--- config.mk ---
export PLATFORM = sky130hd
export DESIGN_NAME = tsr_refiner
export DESIGN_NICKNAME = d
export VERILOG_FILES = /design/src/rtl/tsr_pkg.sv /design/src/rtl/tsr_pattern_ram.sv /design/src/rtl/tsr_stack.sv /design/src/rtl/tsr_match.sv /design/src/rtl/tsr_refiner.sv
export SDC_FILE = /design/constraint.sdc
export NUM_CORES = 1
export LEC_CHECK = 0
export BUFFER_PORTS_ARGS = -buffer_cell sky130_fd_sc_hd__buf_2
export CAP_MARGIN = 30
export CORE_ASPECT_RATIO = 0.8
export CORE_MARGIN = 5
export CORE_UTILIZATION = 30
export DETAILED_ROUTE_END_ITERATION = 6
export PLACE_DENSITY = 0.46
export SYNTH_ARGS = -nofsm -noshare
export SYNTH_HDL_FRONTEND = slang
export SYNTH_HIERARCHICAL = 1
export SYNTH_SLANG_ARGS = --single-unit
--- constraint.sdc ---
create_clock -name clk -period 14.8 [get_ports clk]
set_clock_uncertainty 0.15 [all_clocks]
set_input_delay 0.74 -clock clk [delete_from_list [all_inputs] [get_ports clk]]
set_output_delay 0.74 -clock clk [all_outputs]
set_load 0.05 [all_outputs]
--- src/rtl/tsr_pkg.sv ---
package tsr_pkg;

    typedef enum logic [1:0] {
        S_IDLE,
        S_POP,
        S_FETCH,
        S_TEST
    } tsr_state_e;

    // Start address of the child blocks of depth-d nodes; with d = depth
    // limit it gives the total number of entries.
    function automatic int tsr_level_base(int nroad, int blk, int d);
        int sum;
        int width;
        sum   = 0;
        width = nroad * blk;
        for (int k = 0; k < d; k++) begin
            sum   = sum + width;
            width = width * blk;
        end
        return sum;
    endfunction

endpackage

--- src/rtl/tsr_pattern_ram.sv ---
module tsr_pattern_ram #(
    parameter int DEPTH = 160,
    parameter int WW    = 5,
    parameter int AW    = 8
) (
    input  logic          clk,
    input  logic          we,
    input  logic [AW-1:0] waddr,
    input  logic [WW-1:0] wdata,
    input  logic          re,
    input  logic [AW-1:0] raddr,
    output logic [WW-1:0] rdata
);
    logic [WW-1:0] mem [DEPTH];

    // Read returns the content before a same-cycle write.
    always_ff @(posedge clk) begin
        if (re) begin
            rdata <= mem[raddr];
        end
        if (we) begin
            mem[waddr] <= wdata;
        end
    end
endmodule

--- src/rtl/tsr_stack.sv ---
module tsr_stack #(
    parameter int W     = 8,
    parameter int DEPTH = 7
) (
    input  logic         clk,
    input  logic         rst_n,
    input  logic         push,
    input  logic         pop,
    input  logic [W-1:0] din,
    output logic [W-1:0] top,
    output logic         empty,
    output logic         full
);
    localparam int CW = $clog2(DEPTH + 1);

    logic [W-1:0]  mem [1 << CW];
    logic [CW-1:0] cnt;

    always_ff @(posedge clk) begin
        if (!rst_n) begin
            cnt <= '0;
        end else if (push) begin
            mem[cnt] <= din;
            cnt      <= cnt + CW'(1);
        end else if (pop) begin
            cnt <= cnt - CW'(1);
        end
    end

    assign top   = mem[cnt - CW'(1)];
    assign empty = (cnt == '0);
    assign full  = (cnt == CW'(DEPTH));
endmodule

--- src/rtl/tsr_match.sv ---
module tsr_match #(
    parameter int NL = 4,
    parameter int NH = 2,
    parameter int FW = 4,
    parameter int DW = 2
) (
    input  logic [NL*FW-1:0]    pref_in,
    input  logic [NL-1:0]       half,
    input  logic                entry_ok,
    input  logic [DW-1:0]       dc,
    input  logic [NL*NH*FW-1:0] hits,
    input  logic [NL*NH-1:0]    hits_ok,
    output logic [NL*FW-1:0]    pref_out,
    output logic                hit
);
    logic [FW-1:0] mask;
    logic [FW-1:0] bitsel;
    logic [NL-1:0] layer_ok;

    // Top dc bits define the region; the new path bit sits at FW-dc.
    assign mask   = ~({FW{1'b1}} >> dc);
    assign bitsel = {1'b1, {(FW-1){1'b0}}} >> (dc - DW'(1));

    for (genvar l = 0; l < NL; l++) begin : g_layer
        logic [FW-1:0] region;
        logic [NH-1:0] slot_ok;

        assign region = pref_in[l*FW +: FW] | (half[l] ? bitsel : '0);
        assign pref_out[l*FW +: FW] = region;

        for (genvar h = 0; h < NH; h++) begin : g_hit
            assign slot_ok[h] = hits_ok[l*NH+h]
                && ((hits[(l*NH+h)*FW +: FW] & mask) == region);
        end

        assign layer_ok[l] = |slot_ok;
    end

    assign hit = entry_ok && (&layer_ok);
endmodule

--- src/rtl/tsr_refiner.sv ---
module tsr_refiner
    import tsr_pkg::*;
#(
    parameter int NL     = 4,
    parameter int NH     = 2,
    parameter int FW     = 4,
    parameter int ROAD_W = 3,
    parameter int BLK    = 4,
    parameter int MAXD   = 2,
    localparam int SW    = $clog2(BLK),
    localparam int OID_W = ROAD_W + MAXD * SW,
    localparam int NROAD = 1 << ROAD_W,
    localparam int RAM_N = tsr_level_base(NROAD, BLK, MAXD),
    localparam int AW    = $clog2(RAM_N),
    localparam int WW    = NL + 1
) (
    input  logic                  clk,
    input  logic                  rst_n,
    input  logic                  start,
    input  logic [ROAD_W-1:0]     road_id,
    input  logic [NL*NH*FW-1:0]   hit_pos,
    input  logic [NL*NH-1:0]      hit_ok,
    input  logic                  pat_we,
    input  logic [AW-1:0]         pat_addr,
    input  logic [WW-1:0]         pat_data,
    output logic                  busy,
    output logic                  out_valid,
    output logic [OID_W-1:0]      out_id,
    output logic                  done
);
    localparam int DW     = $clog2(MAXD + 1);
    localparam int PW     = NL * FW;
    localparam int SDEPTH = MAXD * (BLK - 1) + 1;

    typedef struct packed {
        logic [DW-1:0]    depth;
        logic [OID_W-1:0] id;
        logic [PW-1:0]    pref;
    } node_t;

    localparam int NW = $bits(node_t);

    tsr_state_e state, nxt;

    node_t                cur;
    node_t                stk_din;
    logic [NW-1:0]        stk_top_raw;
    node_t                stk_top;
    logic                 stk_push, stk_pop, stk_empty, stk_full;
    logic [SW-1:0]        slot;
    logic [ROAD_W-1:0]    road_q;
    logic [NL*NH*FW-1:0]  hit_q;
    logic [NL*NH-1:0]     ok_q;
    logic [WW-1:0]        rd_data;
    logic [AW-1:0]        rd_addr;
    logic                 rd_en;
    logic [AW-1:0]        lvl_base [1 << DW];
    logic                 child_hit;
    logic [PW-1:0]        child_pref;
    logic [DW-1:0]        child_depth;
    logic                 accept;

    // Per-depth start addresses of child blocks
    for (genvar g = 0; g < (1 << DW); g++) begin : g_base
        if (g < MAXD) begin : g_used
            assign lvl_base[g] = AW'(tsr_level_base(NROAD, BLK, g));
        end else begin : g_unused
            assign lvl_base[g] = '0;
        end
    end

    assign busy        = (state != S_IDLE);
    assign accept      = (state == S_IDLE) && start;
    assign stk_top     = node_t'(stk_top_raw);
    assign child_depth = cur.depth + DW'(1);

    // State register
    always_ff @(posedge clk) begin
        if (!rst_n) begin
            state <= S_IDLE;
        end else begin
            state <= nxt;
        end
    end

    // Next state
    always_comb begin
        nxt = state;
        unique case (state)
            S_IDLE:  if (start) nxt = S_POP;
            S_POP: begin
                if (stk_empty) begin
                    nxt = S_IDLE;
                end else if (stk_top.depth == DW'(MAXD)) begin
                    nxt = S_POP;
                end else begin
                    nxt = S_FETCH;
                end
            end
            S_FETCH: nxt = S_TEST;
            S_TEST:  nxt = (slot == '0) ? S_POP : S_FETCH;
        endcase
    end

    // Stack and RAM control
    always_comb begin
        stk_push = accept || ((state == S_TEST) && child_hit);
        stk_pop  = (state == S_POP) && !stk_empty;
        if (accept) begin
            stk_din.depth = '0;
            stk_din.id    = OID_W'(road_id);
            stk_din.pref  = '0;
        end else begin
            stk_din.depth = child_depth;
            stk_din.id    = OID_W'({cur.id, slot});
            stk_din.pref  = child_pref;
        end
        rd_en   = (state == S_FETCH);
        rd_addr = lvl_base[cur.depth] + AW'({cur.id, slot});
    end

    // Outputs and datapath registers
    always_ff @(posedge clk) begin
        if (!rst_n) begin
            out_valid <= 1'b0;
            out_id    <= '0;
            done      <= 1'b0;
            cur       <= '0;
            slot      <= '0;
            road_q    <= '0;
            hit_q     <= '0;
            ok_q      <= '0;
        end else begin
            out_valid <= 1'b0;
            done      <= 1'b0;
            unique case (state)
                S_IDLE: begin
                    if (start) begin
                        road_q <= road_id;
                        hit_q  <= hit_pos;
                        ok_q   <= hit_ok;
                    end
                end
                S_POP: begin
                    if (stk_empty) begin
                        done <= 1'b1;
                    end else begin
                        cur  <= stk_top;
                        slot <= SW'(BLK - 1);
                        if (stk_top.depth == DW'(MAXD)) begin
                            out_valid <= 1'b1;
                            out_id    <= stk_top.id;
                        end
                    end
                end
                S_FETCH: begin
                end
                S_TEST: begin
                    slot <= slot - SW'(1);
                end
            endcase
        end
    end

    tsr_pattern_ram #(
        .DEPTH (RAM_N),
        .WW    (WW),
        .AW    (AW)
    ) u_ram (
        .clk   (clk),
        .we    (pat_we),
        .waddr (pat_addr),
        .wdata (pat_data),
        .re    (rd_en),
        .raddr (rd_addr),
        .rdata (rd_data)
    );

    tsr_stack #(
        .W     (NW),
        .DEPTH (SDEPTH)
    ) u_stack (
        .clk   (clk),
        .rst_n (rst_n),
        .push  (stk_push),
        .pop   (stk_pop),
        .din   (stk_din),
        .top   (stk_top_raw),
        .empty (stk_empty),
        .full  (stk_full)
    );

    tsr_match #(
        .NL (NL),
        .NH (NH),
        .FW (FW),
        .DW (DW)
    ) u_match (
        .pref_in  (cur.pref),
        .half     (rd_data[NL-1:0]),
        .entry_ok (rd_data[NL]),
        .dc       (child_depth),
        .hits     (hit_q),
        .hits_ok  (ok_q),
        .pref_out (child_pref),
        .hit      (child_hit)
    );
endmodule

* After elaboration in Yosys (flattened, before gate mapping)
Memory sizes are Yosys's and may differ from the RTL's. A register that Yosys moved wholly into a read port is not among the register bits.
Cells that the tools add are included.
** Word-level totals
- Bits in registers :: 80
- RAM bits :: 1000
- Output and inout bits :: 10
- Input port bits :: 60
- Memories kept :: 2
- Logic and storage cells :: 108
** Memories
- u_ram.mem :: words 160, bits a word 5, rd ports 1, clocked after memory_dff 1, wr ports 1, RTL line tsr_pattern_ram.sv:14 : logic [WW-1:0] mem [DEPTH];
- u_stack.mem :: words 8, bits a word 25, rd ports 1, clocked after memory_dff 0, wr ports 1, RTL line tsr_stack.sv:16 : logic [W-1:0] mem [1 << CW];
** Operators by class
- Add/subtract/negate cells :: 6
- Eq/ne operators :: 14
- Bitwise gates (word level) :: 17
- Shift-type cells :: 2
- Order comparisons :: 1
- Multiplexer cells :: 24
- Reductions and logical operators :: 31
** Operators by type and width (number)
- $and 4x4->4 :: 8
- $eq 4x4->1 :: 8
- $mux 25 :: 1
- $bmux 8 s2 :: 1
- $mux 4 :: 4
- $mux 8 :: 2
- $or 4x4->4 :: 4
- $logic_and 1x1->1 :: 12
- $mux 2 :: 5
- $add 8x8->8 :: 1
- $pmux 2 s4 :: 1
- $reduce_and 2->1 :: 4
- $reduce_or 2->1 :: 4
- $shr 4x2->4 const A :: 2
- $mux 1 :: 7
- $eq 2x2->1 const B :: 3
- $mux 3 :: 2
- $reduce_bool 2->1 :: 3
- $logic_not 2->1 :: 2
- $ne 2x2->1 const B :: 2
- $not 4->4 :: 1
- $pmux 2 s2 :: 1
- $reduce_and 4->1 :: 1
- $sub 2x1->2 const B :: 2
- other kinds (12) :: 14

* Logic depth before layout (Yosys ltp)
- Depth after elaboration :: 15
- Gate-level depth with buffers :: 17
- Gate-level depth less buffers :: 14

* By module
Netlist, hierarchy kept.
** By module, submodules not included
- tsr_pattern_ram :: cells an instance 1742, instances 1, seq. area each 24173.2 µm², area each 32461.1 µm²
- tsr_stack :: cells an instance 494, instances 1, seq. area each 6065.8 µm², area each 8172.8 µm²
- tsr_refiner :: cells an instance 384, instances 1, seq. area each 1541.5 µm², area each 3193.1 µm²
- tsr_match :: cells an instance 178, instances 1, seq. area each 0.0 µm², area each 1164.9 µm²

* Worst setup path after synthesis
No wires, ideal clock.
- Path kind :: register to register
- Start :: reg cur[24] (netlist bit)
- End :: mem u_stack/mem[2][0] (netlist bit), enable pin
- Period minus slack after synthesis :: 4.710 ns
- Path slack :: 10.090 ns
- Buffers on the path :: 2
- Arrival time :: 4.122 ns
- Required time :: 14.212 ns
- Library setup time :: 0.438 ns
- Cell stages (with the launch flop) :: 15
- Cell sequence :: dfxtp_1 inv_1 ha_1 inv_1 buf_6 buf_8 a31oi_4 o22ai_2 a2111oi_4 nand3_2 a2111oi_2 nand3_1 nand2_1 nand3_1 nor3_1
** Between the ends
- Word-level cells in the longest chain between the ends :: 15
- Elaborated cells on any way between the ends :: 48
- Classes of those cells :: add/sub: 2; eq/ne: 8; shift: 2; mux: 7; bitwise: 13; reduce/logical: 16
** RTL lines
- from (decl) :: RTL line tsr_refiner.sv:45 : node_t cur;
- from (signal assigned) :: RTL line tsr_refiner.sv:148 : cur <= stk_top;
- $add 2x1->2 (*) :: RTL line tsr_refiner.sv:75 : assign child_depth = cur.depth + DW'(1);
- via child_depth[1] :: RTL line tsr_refiner.sv:60 : logic [DW-1:0] child_depth;
- $sub 2x1->2 :: RTL line tsr_match.sv:22 : assign bitsel = {1'b1, {(FW-1){1'b0}}} >> (dc - DW'(1));
- $shr 4x2->4 :: RTL line tsr_match.sv:22
- $mux 4 :: RTL line tsr_match.sv:28 : assign region = pref_in[l*FW +: FW] | (half[l] ? bitsel : '0);
- $or 4x4->4 :: RTL line tsr_match.sv:28
- $eq 4x4->1 :: RTL line tsr_match.sv:33 : && ((hits[(l*NH+h)*FW +: FW] & mask) == region);
- $logic_and 1x1->1 :: RTL line tsr_match.sv:33
- (+2 left out)
- $logic_and 1x1->1 (*) :: RTL line tsr_match.sv:39 : assign hit = entry_ok && (&layer_ok);
- via child_hit :: RTL line tsr_refiner.sv:58 : logic child_hit;
- $logic_and 1x1->1 (*) :: RTL line tsr_refiner.sv:107 : stk_push = accept || ((state == S_TEST) && child_hit);
- $logic_or 1x1->1 (*) :: RTL line tsr_refiner.sv:107
- via stk_push :: RTL line tsr_refiner.sv:49 : logic stk_push, stk_pop, stk_empty, stk_full;
- $mux 1 (*) :: RTL line tsr_stack.sv:22 : end else if (push) begin
- $mux 1 (*) :: RTL line tsr_stack.sv:20 : if (!rst_n) begin
- $mux 1 (implied by the code) (*) :: RTL line tsr_stack.sv:23 : mem[cnt] <= din;
- to (decl) :: RTL line tsr_stack.sv:16
The timed path passes the listed nets; every way through them passes the cells marked *.

* Worst setup path in the final report
- Start :: reg slot[0]
- End :: reg u_ram.rdata[0] (read register of u_ram.mem), data pin
** Between the ends
- Word-level cells in the longest chain between the ends :: 1
** RTL lines
- from (decl) :: RTL line tsr_refiner.sv:50 : logic [SW-1:0] slot;
- from (signal assigned) :: RTL line tsr_refiner.sv:149 : slot <= SW'(BLK - 1);
- from (signal assigned) :: RTL line tsr_refiner.sv:159 : slot <= slot - SW'(1);
- $add 8x8->8 :: RTL line tsr_refiner.sv:119 : rd_addr = lvl_base[cur.depth] + AW'({cur.id, slot});
- to (decl) :: RTL line tsr_pattern_ram.sv:12 : output logic [WW-1:0] rdata
No other way between the ends.
A chain may end at the register's enable or synchronous reset.

==> impl_metrics.csv <==
group,metric,value,unit
outcome,outcome,"finished clean",
synth,syn_area,0.0447,mm²
timing,whs,0.0831,ns
timing,fin_crit_sh,38.9,%
grt,grt.overflow.total,0,
die,die_area,0.157,mm²
power_and_ir_drop,p_leak,15.5,nW
layout,drive_gt1_share,14.5,%
placed_design,placed_area,0.0469,mm²
min_path,hold_class,"input port to register",
timing,setup_viol,0,
die,initial_core_util,30.2,%
die,die-height,355,µm
worst_setup_path,reg2reg_to,"u_ram/rdata[0]",
timing,rsz0062_at_grt,"false",
timing,maxSlewViolCount,0,
clocking,cts_htree_levels,3,
worst_setup_path,crit_arrival,6.08,ns
placed_design,dp_hpwl,73700,µm
placed_design,port_buffers,61,
die,pin_count,70,
grt,grt_max_degree,97,
clocking,cts_tree,"yes",
timing,max_slew_margin,26.6,%
worst_setup_path,r2r_start,"slot[0]",
drt,routed_wl,119000,µm
worst_setup_path,ff2ff_setup_slack,9.05,ns
layout,nets,2886,
grt,antenna_found_initial,6,
die,rows,126,
drt,drt_iter0_drc,2313,
clocking,clkLatencyLatePin,0.75,ns
timing,max_freq,0.174,GHz
worst_setup_path,startpoint_type,"register",
placed_design,place_inst,4684,
clocking,cts_setup_buffers,0,
clocking,ctsRootBufferMaster,"clkbuf_16",
layout,fillers,14200,
clocking,clk_path_buf_depth,3,
min_path,holdPathEnd,"u_ram/mem[155][2]",
drt,final_antenna_net_count,0,
worst_setup_path,reg2reg_depth,9,
clocking,clkSinkCount,1077,
synth,ys_warn_count,6,
die,die_w,442,µm
timing,min_period,5.75,ns
layout,final_area,0.0507,mm²
drt,first_pass_iters,7,
drt,vias,24700,
die,core,0.148,mm²
drt,vias_per_cell,5.04,
placed_design,gp_congestion,0.768,
drt,routedWlPerCell,24.3,µm
timing,final.setup.tns,0,ns
power_and_ir_drop,powerDensity,171,mW/mm²
synth,synthCells,2766,
grt,track_usage,14.8,%
timing,worstMarginPinSlew,1.09,ns
power_and_ir_drop,ir_worst_vdd,216,µV
worst_setup_path,required,15.12,ns
timing,hold_viol_final,0,
grt,grt_pass1_vias,24800,
layout,stdcell_count,4900,
min_path,worstHoldPathCells,1,
drt,drc,0,
clocking,cts_buffers,110,
grt,grt_pass1_wl,173000,µm
run,cap_violations,0,
clocking,cts_hold_buf,0,
worst_setup_path,worstSetupPathType,"register to register",
clocking,post_cts_resized,0,
synth,avgSynthCellArea,16.2,µm²
worst_setup_path,critPathMaxFanout,45,
min_path,worstHoldStart,"pat_data[2]",
synth,syn_nets,2834,
clocking,clk_pin_slew,0.06,ns
layout,synthToLayoutAreaGrowth,13.4,%
worst_setup_path,endpoint_kind,"register",
[final cells by class]
type	instances	area (µm²)	share of cell area (%)
Clock inverter	70	806	1.59
Clock buffer	136	2870	5.66
Inverter	26	103	0.202
Tap cell	1984	2480	4.90
Multi-Input combinational cell	1482	11900	23.4
Timing Repair Buffer	121	916	1.81
Antenna cell	4	10.0	0.0197
Sequential cell	1077	31600	62.4
[worst max-delay path, stage by stage (launching register included)]
cell	delay, ns
dfxtp_4	0.73
buf_4	0.69
buf_4	0.65
buf_4	0.75
mux2i_1	0.22
a22oi_1	0.23
a21oi_1	0.15
nor4_1	0.95
o21ai_1	0.32
a311oi_1	0.52
[per-layer routing]
layer | GRT usage [%] | share of wire (%) | vias to the layer above
met5 | 0 | 0.015 | -
met4 | 3.85 | 2.3 | 2
met3 | 3.38 | 6.5 | 163
met2 | 22.9 | 45 | 709
met1 | 21.0 | 46 | 12800
li1 | - | - | 11000
[state kept, by name (all words and copies together) (netlist names)]
register     flops
out_id           7
slot             2
u_stack/mem    200
hit_q           24
out_valid        1
state            2
cur             24
ok_q             8
done             1
u_ram/rdata      5
u_ram/mem      800
u_stack/cnt      3
[how the worst max path moves through the flow]
stage                 start                 to
floorplan           cur[24]  u_stack/mem[2][0]
global placement    slot[0]     u_ram/rdata[2]
detailed placement  slot[0]     u_ram/rdata[3]
CTS                 slot[0]     u_ram/rdata[3]
global route        slot[0]     u_ram/rdata[4]
finish              slot[0]     u_ram/rdata[0]
[through the flow]
step	total power, mW	setup WS [ns]	utilization (%)
after floorplan	5.23	10.09	-
after global placement	5.86	8.90	31.6
after detailed placement	5.89	8.95	31.7
after CTS	8.74	8.94	34.2
after global routing	9.04	8.80	34.3
final	8.65	9.05	34.3
[power breakdown]
| group | switching (mW) | leakage, nW | internal [mW] | total (mW) |
|---|---|---|---|---|
| registers | 0.100 | 9.67 | 3.47 | 3.57 |
| clock network | 1.18 | 1.79 | 1.64 | 2.82 |
| logic | 1.42 | 4.09 | 0.832 | 2.25 |
[cell usage in the layout (no fill, tap or decap), types with 6 or more instances in the layout]
cell	count
edfxtp_1	1005
mux2i_1	324
nor2_1	191
nand2_1	183
nand3_1	133
clkbuf_16	110
mux4_2	87
a22oi_1	71
dfxtp_1	66
buf_2	56
buf_4	52
a21oi_1	48
a21boi_0	38
nor2b_1	35
o21ai_0	32
a21o_1	27
and2_1	26
and4_1	25
clkbuf_1	24
inv_1	23
clkinv_2	22
clkinv_1	22
o22ai_1	22
a21boi_1	19
mux4_1	19
mux2_2	17
bufinv_16	15
o221ai_1	15
nand2b_1	14
a221oi_1	11
nand4_1	9
nor4_1	8
nor3_1	7
ha_1	7
a311oi_1	7
o21ai_1	7
a211oi_1	7
a31oi_1	6
buf_16	6
nor2_2	6
Note: power is estimated with default switching activity, not from simulation.
